`src/rtl/mpu_bus_bridge.sv`:
```
module mpu_bus_bridge (
  input  logic       clk,
  input  logic       rst_n,
  input  logic       bus_e,
  input  logic       bus_rs,
  input  logic       bus_rw,
  input  logic [7:0] bus_din,
  output logic [7:0] bus_dout,
  output logic       bus_oe,
  output logic       core_req,
  output logic       core_sel,
  output logic       core_wr,
  output logic [7:0] core_wdata,
  input  logic       core_ack,
  input  logic [7:0] core_rdata,
  input  logic       core_busy,
  input  logic [6:0] core_ac
);

  logic [1:0] e_sy, rs_sy, rw_sy;
  logic [7:0] din_m, din_s;
  logic       e_d;
  logic       mode8, phase, last_rs, last_rw, rd_pend;
  logic [3:0] hi_nib;
  logic [7:0] hold, rd_buf, dout_q;
  logic       oe_q;

  wire e_s    = e_sy[1];
  wire rs_s   = rs_sy[1];
  wire rw_s   = rw_sy[1];
  wire e_rise = e_s & ~e_d;
  wire e_fall = ~e_s & e_d;

  wire       same_kind = (rs_s == last_rs) && (rw_s == last_rw);
  wire       eff_lo    = ~mode8 & phase & same_kind;
  wire [7:0] src       = rs_s ? rd_buf : {core_busy, core_ac};
  wire       done_byte = e_fall & (mode8 | eff_lo);
  wire [7:0] byte_val  = mode8 ? din_s : {hi_nib, din_s[7:4]};
  wire       is_status = ~rs_s & rw_s;
  wire       is_fnset  = ~rs_s & ~rw_s & (byte_val[7:5] == 3'b001);

  assign bus_dout = dout_q;
  assign bus_oe   = oe_q;

  always_ff @(posedge clk or negedge rst_n) begin
    if (!rst_n) begin
      e_sy  <= '0;
      rs_sy <= '0;
      rw_sy <= '0;
      din_m <= '0;
      din_s <= '0;
      e_d   <= 1'b0;
    end else begin
      e_sy  <= {e_sy[0], bus_e};
      rs_sy <= {rs_sy[0], bus_rs};
      rw_sy <= {rw_sy[0], bus_rw};
      din_m <= bus_din;
      din_s <= din_m;
      e_d   <= e_s;
    end
  end

  always_ff @(posedge clk or negedge rst_n) begin
    if (!rst_n) begin
      oe_q   <= 1'b0;
      dout_q <= '0;
      hold   <= '0;
    end else if (e_rise && rw_s) begin
      oe_q <= 1'b1;
      if (!eff_lo) hold <= src;
      if (mode8)       dout_q <= src;
      else if (eff_lo) dout_q <= {hold[3:0], 4'h0};
      else             dout_q <= {src[7:4], 4'h0};
    end else if (e_fall) begin
      oe_q <= 1'b0;
    end
  end

  always_ff @(posedge clk or negedge rst_n) begin
    if (!rst_n) begin
      mode8   <= 1'b1;
      phase   <= 1'b0;
      hi_nib  <= '0;
      last_rs <= 1'b0;
      last_rw <= 1'b0;
    end else if (e_fall) begin
      last_rs <= rs_s;
      last_rw <= rw_s;
      if (!mode8) begin
        phase <= ~eff_lo;
        if (!eff_lo) hi_nib <= din_s[7:4];
      end
      if (done_byte && is_fnset) begin
        mode8 <= byte_val[4];
        phase <= 1'b0;
      end
    end
  end

  always_ff @(posedge clk or negedge rst_n) begin
    if (!rst_n) begin
      core_req   <= 1'b0;
      core_sel   <= 1'b0;
      core_wr    <= 1'b0;
      core_wdata <= '0;
    end else begin
      core_req <= done_byte & ~is_status;
      if (done_byte) begin
        core_sel   <= rs_s;
        core_wr    <= ~rw_s;
        core_wdata <= byte_val;
      end
    end
  end

  always_ff @(posedge clk or negedge rst_n) begin
    if (!rst_n) begin
      rd_pend <= 1'b0;
      rd_buf  <= '0;
    end else if (core_ack && rd_pend) begin
      rd_pend <= 1'b0;
      rd_buf  <= core_rdata;
    end else if (done_byte && rs_s && rw_s) begin
      rd_pend <= 1'b1;
    end
  end

  a_r2_req_single_pulse: assert property (@(posedge clk) disable iff (!rst_n)
    core_req |=> !core_req);

  a_r4_no_status_request: assert property (@(posedge clk) disable iff (!rst_n)
    (core_req && !core_wr) |-> core_sel);

  a_r5_oe_only_with_e: assert property (@(posedge clk) disable iff (!rst_n)
    oe_q |-> $past(e_s));

  a_r5_oe_only_on_read: assert property (@(posedge clk) disable iff (!rst_n)
    $rose(oe_q) |-> $past(rw_s));

  a_r6_width_from_fnset: assert property (@(posedge clk) disable iff (!rst_n)
    !$stable(mode8) |-> $past(e_fall && !rs_s && !rw_s));

endmodule

```
`config.mk`:
```
export PLATFORM = sky130hd
export DESIGN_NAME = mpu_bus_bridge
export DESIGN_NICKNAME = d
export VERILOG_FILES = /design/src/rtl/mpu_bus_bridge.sv
export SDC_FILE = /design/constraint.sdc
export NUM_CORES = 1
export LEC_CHECK = 0
export ABC_AREA = 0
export ABC_CLOCK_PERIOD_IN_PS = 1800
export CAP_MARGIN = 5
export CORE_UTILIZATION = 45
export CTS_CLUSTER_DIAMETER = 40
export CTS_CLUSTER_SIZE = 24
export DETAILED_ROUTE_END_ITERATION = 8
export DONT_BUFFER_PORTS = 1
export HOLD_SLACK_MARGIN = 0.12
export PLACE_DENSITY = 0.57
export REMOVE_ABC_BUFFERS = 1
export SYNTH_ARGS = -nofsm -noshare
export SYNTH_HDL_FRONTEND = slang
export SYNTH_SLANG_ARGS = --single-unit
export TNS_END_PERCENT = 5
```
`constraint.sdc`:
```
create_clock -name clk -period 1.8 [get_ports clk]
set_input_delay 0.18 -clock clk [delete_from_list [all_inputs] [get_ports clk]]
set_output_delay 0.18 -clock clk [all_outputs]
set_load 0.03 [all_outputs]
```
==> results.toml, run 1 <==
[worst_setup_path]
required_ps = 2070
critPathMaxFanout = 8
crit_path_end_kind = "flop"
criticalPathCategory = "reg -> reg"
critical_path_arrival_ps = 1950
start_kind = "flop"

[power_and_ir_drop]
power.density_nw_per_um2 = 1270
vdd_drop_max_uv = 675.3
p_leak_nw = 1.349

[sta]
drv_slew = 0
finalSetupViolCount = 0
tns_ps = 0
setup_ws_ps = 123.1
timing_hold_violations_final = 0
timing.final.crit_share_pct = 93.16
maxSlewHeadroom_pct = 74.46
fmax_ghz = 0.5964
grt_setup_unrepaired = "no"
tightest_slew_ps = 382.7
fin_skew_ps = 5.625
final.min_clock_period_ps = 1677

[synth]
synth_compound_area_share_pct = 12.59
yosysSeqAreaShare_pct = 65.83
synth_edf_count = 0
synth_mux_area_share_pct = 10.64
synth_xor_area_share_pct = 0.7194
synth-adder-area-share_pct = 0
ys_warn_count = 0
synth_top_family_by_area = "compound AO/OA/AOI/OAI gates"
ys.flop_type = "dfrtp_1"
syn_area_um2 = 2435
synthSimpleGateAreaFrac_pct = 8.068
syn_inst = 185
syn_avg_cell_area_um2 = 13.16
ys_seq_elements = 64
ys_types = 30
async_flop_share_pct = 100.0

[layout]
post-route-util_pct = 59.72
final_cell_mix = "dfrtp_1, dlygate4sd3_1, a21oi_1"
fin_cells = 302
final_common_cell = "dfrtp_1"
syn2layout_area_growth_pct = 26.88
fill_cells = 418
final_nets = 257
regArea_um2 = 1603
multi_input_area_um2 = 779.5
diodes = 0
drive_gt1_share_pct = 20.26

[cts]
root_buffer = "clkbuf_8"
numCtsBuffers = 9
cts_sinks = 64
cts_tree = "built"
cts_max_level = 3
cts_resized = 0
clk_latency_ps = 340
clkSlewWorstSetupHoldPaths_ps = 70
clk_path_buf_depth = 2

[floorplan]
die_area_um2 = 5709
initial_core_util_pct = 47.07
fp.dieW_um = 75.56
rows = 26
ioPinCount = 50
fp.coreArea_um2 = 5172
die_h_um = 75.56

[place]
dp_hpwl_mm = 3.149
place_ws_ps = 137.5
dp.cells = 256
numPortBuffers = 0
gp_congestion = 0.7644

[drt]
avgRoutedWirePerCell_um = 16.02
vias = 1606
routed_wl_mm = 4.838
ant_nets = 0
drtIter0Drc = 68
drc = 0
drt_pre_antenna_iters = 4
viasPerCell = 5.318

[global_route]
grt_pass1_wl_mm = 7.596
grt.total_usage_pct = 19.27
grt_max_degree = 65
grt_overflow_total = 0
first_global_vias = 1595
grt_antenna_before_repair = 0

[run]
maxCapViolations = 0

[hold_path]
holdCritPathClass = "reg -> reg"

[status]
status = "complete, no violations"
routing by layer:
layer  vias up  track usage (%)  share of wire (%)
met5         -                0                  0
met4         0            6.379                1.2
met3         7            10.19                5.5
met2        41            30.16                 50
met1       809            23.00                 43
li1        749                -                  -
flip-flops by register name, indices dropped and copies added, names as in the netlist:
| signal | flops |
|---|---|
| bus_dout | 8 |
| core_wdata | 8 |
| din_m | 8 |
| din_s | 8 |
| rd_buf | 8 |
| hi_nib | 4 |
| hold | 4 |
| e_sy | 2 |
| rs_sy | 2 |
| rw_sy | 2 |
| bus_oe | 1 |
| core_req | 1 |
| core_sel | 1 |
| core_wr | 1 |
| e_d | 1 |
| last_rs | 1 |
| last_rw | 1 |
| mode8 | 1 |
| phase | 1 |
| rd_pend | 1 |
critical path: stages, from the launching register on:
cell and delay (ps):
dfstp_2 620, mux2_2 390, a2111oi_4 350, a21oi_1 110, a21oi_1 140
synth_stat cells (all sizes together) (4+ instances only):
| master | n | area [µm²] |
|---|---|---|
| dfrtp | 63 | 1577 |
| o22ai | 13 | 81.33 |
| o31ai | 4 | 30.03 |
| a21oi | 18 | 90.09 |
| mux2 | 15 | 168.9 |
| a22o | 4 | 35.03 |
| inv | 4 | 15.01 |
| mux2i | 9 | 90.09 |
| nor2 | 8 | 30.03 |
| nand2 | 14 | 52.55 |
| nand3 | 4 | 20.02 |
| buf | 4 | 26.27 |
| o21ai | 5 | 28.78 |
where the power goes:
part           internal, mW  switching [mW]
Sequential             1.67           0.339
Combinational         0.292           0.248
Clock                 0.792           0.578
worst paths after layout:
path / slack (ps) / end / cells past startpoint / from
max: 120 / mode8$_DFFE_PN1P_ / 4 / mode8$_DFFE_PN1P_
min: 350 / rs_sy[1]$_DFF_PN0_ / 0 / rs_sy[0]$_DFF_PN0_
max reg2reg: 120 / mode8$_DFFE_PN1P_ / 4 / mode8$_DFFE_PN1P_
min reg2reg: 350 / rs_sy[1]$_DFF_PN0_ / 0 / rs_sy[0]$_DFF_PN0_
max in group asynchronous: 1130 / mode8$_DFFE_PN1P_ / 2 / rst_n
min in group asynchronous: 380 / din_s[5]$_DFF_PN0_ / 2 / rst_n
final cells by class:
cell class,instances,area share (%)
Clock buffer,9,4.010
Inverter,4,0.4860
Multi-Input combinational cell,110,25.23
Tap cell,70,2.835
Timing Repair Buffer,38,12.23
Clock inverter,7,3.321
Sequential cell,64,51.88
cell families (layout without fill, tap and decap cells):
logic type | after synthesis | in the layout
flip-flops | 64 | 64
buffers and inverters | 11 | 58
XOR/XNOR | 2 | 2
AO/OA/AOI/OAI | 47 | 47
AND/OR/NAND/NOR | 37 | 37
multiplexers | 24 | 24
per-stage QoR:
step,power [mW],hold WS (ps),area [µm²]
floorplan,2.346,-115.6,2397
global placement,2.477,-114.1,2545
detailed placement,2.496,-114.2,2545
CTS,3.967,339.7,3089
global route,4.097,358.9,3089
finish,3.922,352.7,3089
what timing repair did:
| item | CTS | global route |
|---|---|---|
| hold buffers | 30 | 0 |
| setup endpoints to repair | 0 | 0 |
| hold endpoints to repair | 93 | 0 |
| setup buffers | 0 | 0 |
No activity file was read; power rests on OpenSTA's default activity.
==> run 2, diff against run 1 <==
--- a/config.mk
+++ b/config.mk
@@ -15,2 +15,3 @@
 export DONT_BUFFER_PORTS = 1
+export GPL_ROUTABILITY_DRIVEN = 0
 export HOLD_SLACK_MARGIN = 0.12
@@ -18,2 +19,3 @@
 export REMOVE_ABC_BUFFERS = 1
+export SLEW_MARGIN = 40
 export SYNTH_ARGS = -nofsm -noshare
==> constraint.sdc (replaced) <==
create_clock -name clk -period 1.8 [get_ports clk]
set_input_delay 0.36 -clock clk [delete_from_list [all_inputs] [get_ports clk]]
set_output_delay 0.36 -clock clk [all_outputs]
set_load 0.03 [all_outputs]
==> run 2 against run 1 <==
  * Clock skew up 3.2 ps
  * The flow now finishes with violations (hold timing)
  * Total power down 1.7%
  * First-iteration DRC count up 50%
==> results.toml, run 2 (same netlist as run 1, synthesis figures left out) <==
[status]
status = "finished with violations"
violations = "hold timing"

[sta]
fmax_ghz = 0.5979
drv_slew = 0
tns_ps = 0
setup_ws_ps = 127.6
grt_setup_unrepaired = "no"
timing_hold_violations_final = 64
whs_ps = -304.4
finalSetupViolCount = 0
timing.final.crit_share_pct = 92.91
final.min_clock_period_ps = 1672
tightest_slew_ps = 383.1
fin_skew_ps = 8.791
maxSlewHeadroom_pct = 74.43

[place]
dp.cells = 256
place_ws_ps = 137.5
dpl_cell_area_um2 = 2545
dp_hpwl_mm = 3.149
numPortBuffers = 0

[layout]
drive_gt1_share_pct = 21.50
syn2layout_area_growth_pct = 18.76
post-route-util_pct = 55.90
fin_cells = 284
final_common_cell = "dfrtp_1"
diodes = 0
final_nets = 239
fin_area_um2 = 2892
final_cell_mix = "dfrtp_1, a21oi_1, mux2_2"

[worst_setup_path]
critPathMaxFanout = 8
r2r_start = "mode8$_DFFE_PN1P_"
critical_path_arrival_ps = 1940
start_kind = "flop"
crit_start = "mode8$_DFFE_PN1P_"
required_ps = 2070
crit_path_end_kind = "flop"
criticalPathCategory = "reg -> reg"

[floorplan]
fp.dieW_um = 75.56
rows = 26
fp.coreArea_um2 = 5172
die_area_um2 = 5709
die_h_um = 75.56
initial_core_util_pct = 47.07
ioPinCount = 50

[power_and_ir_drop]
vdd_drop_max_uv = 675.8
finalPower_mw = 3.855
p_comb_share_pct = 12.3
power.density_nw_per_um2 = 1333
clkPwrFrac_pct = 35.5
intPower_mw = 2.726
seq_power_share_pct = 52.1
p_leak_nw = 1.265
switchingPower_mw = 1.129
switching_share_pct = 29.28

[global_route]
grt_pass1_wl_mm = 7.169
grt_max_degree = 65
grt_overflow_total = 0
grt_antenna_before_repair = 0
grt.total_usage_pct = 18.32
first_global_vias = 1512

[drt]
drtIter0Drc = 102
avgRoutedWirePerCell_um = 16.31
drt_pre_antenna_iters = 4
vias = 1545
drc = 0
viasPerCell = 5.440
ant_nets = 0
routed_wl_mm = 4.632

[cts]
clk_latency_ps = 350
cts_sinks = 64
numCtsBuffers = 9
cts_resized = 0
clkSlewWorstSetupHoldPaths_ps = 70
cts_tree = "built"
root_buffer = "clkbuf_8"
postCtsSetupBuffers = 0
hold_buffers = 12
clk_path_buf_depth = 2
cts_max_level = 3

[hold_path]
holdCritPathClass = "in -> async"

[run]
maxCapViolations = 0
[run 2: cell types whose count changed in the layout (fill, tap and decap cells not counted), sizes merged]
cell | before | now
dlygate4sd3 | 29 | 12
buf | 9 | 8
[run 2: worst paths after layout]
path | endpoint | slack, ps | cells past startpoint
hold / removal | core_wdata[5]$_DFFE_PN0P_ | -300 | 0
hold reg to reg | rs_sy[1]$_DFF_PN0_ | 350 | 0
setup / recovery | mode8$_DFFE_PN1P_ | 130 | 4
setup reg to reg | mode8$_DFFE_PN1P_ | 130 | 4
min in group clk | rd_buf[5]$_DFFE_PN0P_ | 160 | 1
max in group asynchronous | mode8$_DFFE_PN1P_ | 1900 | 0
[run 2: area by class of cell]
| class | instances | area, µm² |
|---|---|---|
| repair buffers | 20 | 180.2 |
| inverters | 4 | 15.01 |
| multi-input cells | 110 | 779.5 |
| flip-flops and latches | 64 | 1603 |
| well taps | 70 | 87.58 |
| fillers | 438 | 2281 |
| clock inverters | 7 | 102.6 |
| clock buffers | 9 | 123.9 |
[run 2: power by group through the flow]
stage | Sequential [mW] | Combinational (mW) | Clock [mW]
after floorplan | 1.99 | 0.357 | 0
after global placement | 2.03 | 0.446 | 0
after detailed placement | 2.04 | 0.456 | 0
after CTS | 2.01 | 0.480 | 1.41
after global routing | 2.04 | 0.523 | 1.46
final | 2.01 | 0.475 | 1.37
[run 2: worst max-delay path, cell delays in order (launching register included)]
cell and delay, ps:
dfstp_2 620, mux2_2 390, a2111oi_4 340, a21oi_1 110
a21oi_1 140
[run 2: routing by layer]
metal / share of wire (%) / track usage [%] / vias to the layer above
met4: 0.63 / 6.584 / 0
met3: 6.0 / 10.19 / 4
met1: 42 / 21.48 / 781
li1: - / - / 716
met2: 51 / 28.47 / 44
met5: 0 / 0 / -
==> run 3, diff against run 2 <==
Settings changed: DONT_BUFFER_PORTS 1 to unset, PLACE_DENSITY 0.57 to 0.69.
==> run 3 against run 2 <==
  * The flow now finishes without violations
  * Total power is 5.3% higher
  * Worst setup slack lost 84 ps
  * Global-route usage grew 1.5 points
==> results.toml, run 3 (same netlist as run 1, synthesis figures left out) <==
[power_and_ir_drop]
p_leak_nw = 1.473
power.density_nw_per_um2 = 1233
intPower_mw = 2.938
switchingPower_mw = 1.122
clkPwrFrac_pct = 33.0
seq_power_share_pct = 44.9
p_comb_share_pct = 22.2
vdd_drop_max_uv = 898.8
switching_share_pct = 27.63

[sta]
drv_slew = 0
finalSetupViolCount = 0
whs_ps = 349.0
timing.final.crit_share_pct = 97.60
grt_setup_unrepaired = "no"
maxSlewHeadroom_pct = 52.94
final.min_clock_period_ps = 1757
tightest_slew_ps = 702.7
fmax_ghz = 0.5692
fin_skew_ps = 7.347
timing_hold_violations_final = 0
tns_ps = 0

[worst_setup_path]
crit_path_end_kind = "primary output"
start_kind = "flop"
critical_path_arrival_ps = 1400
critPathMaxFanout = 3
worstPathCellList = "clkdlybuf4s50_1"
slowest_stage = "clkdlybuf4s50_1"
r2r_start = "mode8$_DFFE_PN1P_"
cpLargestDelayFamily = "buffers and inverters"
crit_buf_inv = 1
crit_start = "core_wdata[1]$_DFFE_PN0P_"
required_ps = 1440
max_stage_delay_ps = 680
criticalPathCategory = "reg -> out"

[layout]
fin_area_um2 = 3292
post-route-util_pct = 63.64
drive_gt1_share_pct = 18.75
diodes = 0
final_cell_mix = "dfrtp_1, clkdlybuf4s50_1, a21oi_1"
syn2layout_area_growth_pct = 35.20
final_common_cell = "dfrtp_1"
fill_cells = 394
fin_cells = 326
final_nets = 281

[global_route]
grt_max_degree = 35
grt_pass1_wl_mm = 8.017
grt_overflow_total = 0
grt_antenna_before_repair = 0
first_global_vias = 1684
grt.total_usage_pct = 19.83

[floorplan]
fp.dieW_um = 75.56
die_area_um2 = 5709
die_h_um = 75.56
initial_core_util_pct = 47.07
ioPinCount = 50
rows = 26
fp.coreArea_um2 = 5172

[drt]
drtIter0Drc = 89
ant_nets = 0
viasPerCell = 5.267
drc = 0
drt_pre_antenna_iters = 4
routed_wl_mm = 4.884
avgRoutedWirePerCell_um = 14.98
vias = 1717

[place]
numPortBuffers = 49
dpl_cell_area_um2 = 3060
dp_hpwl_mm = 3.361
dp.cells = 309

[cts]
clk_latency_ps = 340
clk_path_buf_depth = 2
clkSlewWorstSetupHoldPaths_ps = 70
cts_sinks = 64
numCtsBuffers = 9
root_buffer = "clkbuf_8"
cts_max_level = 3
cts_tree = "built"

[hold_path]
holdCritPathClass = "reg -> reg"
min_from = "din_m[6]$_DFF_PN0_"

[status]
status = "complete, no violations"

[run]
maxCapViolations = 0
[run 3: metal layers]
| layer | part of all wire [%] | global-route usage, % |
|---|---|---|
| met1 | 47 | 27.02 |
| met3 | 2.7 | 4.497 |
| met2 | 48 | 29.17 |
| met5 | 0 | 0 |
| met4 | 2.5 | 11.93 |
[run 3: layout make-up]
class	instances	area [µm²]	area share (%)
Sequential cell	64	1603	48.69
Multi-Input combinational cell	110	779.5	23.68
Timing Repair Buffer	62	593.1	18.02
Clock buffer	13	148.9	4.523
Tap cell	70	87.58	2.661
Clock inverter	3	65.06	1.976
Inverter	4	15.01	0.4561
[run 3: power by group through the flow]
stage          Sequential (mW)  Clock (mW)  Combinational (mW)
6_report                  1.82        1.34               0.901
5_1_grt                   1.85        1.43               0.980
4_1_cts                   1.82        1.35               0.909
3_5_place_dp              1.84           0               0.904
3_3_place_gp              1.84           0               0.886
2_1_floorplan             1.99           0               0.357
[run 3: what timing repair did]
item / 4_1_cts / 5_1_grt
hold buffers: 1 / 0
setup buffers: 0 / 0
endpoints found under the hold margin: 63 / 0
setup endpoints to repair: 0 / 3
resized for setup: 0 / 3
[run 3: through the flow]
stage | power (mW) | worst slack (ps)
final | 4.060 | 43.25
after global routing | 4.254 | 3.251
after global placement | 2.730 | 205.3
after CTS | 4.085 | 20.39
after floorplan | 2.346 | 74.92
after detailed placement | 2.747 | 174.4
[run 3: worst paths after layout]
kind                                            to  slack, ps  cells past startpoint
worst min-delay path            din_s[6]$_DFF_PN0_        350                      0
worst max-delay path                 core_wdata[1]         40                      1
max in group asynchronous        phase$_DFFE_PN0P_        880                      3
worst min register to register  din_s[6]$_DFF_PN0_        350                      0
min in group asynchronous       din_m[4]$_DFF_PN0_        590                      3
worst max register to register   mode8$_DFFE_PN1P_        150                      4
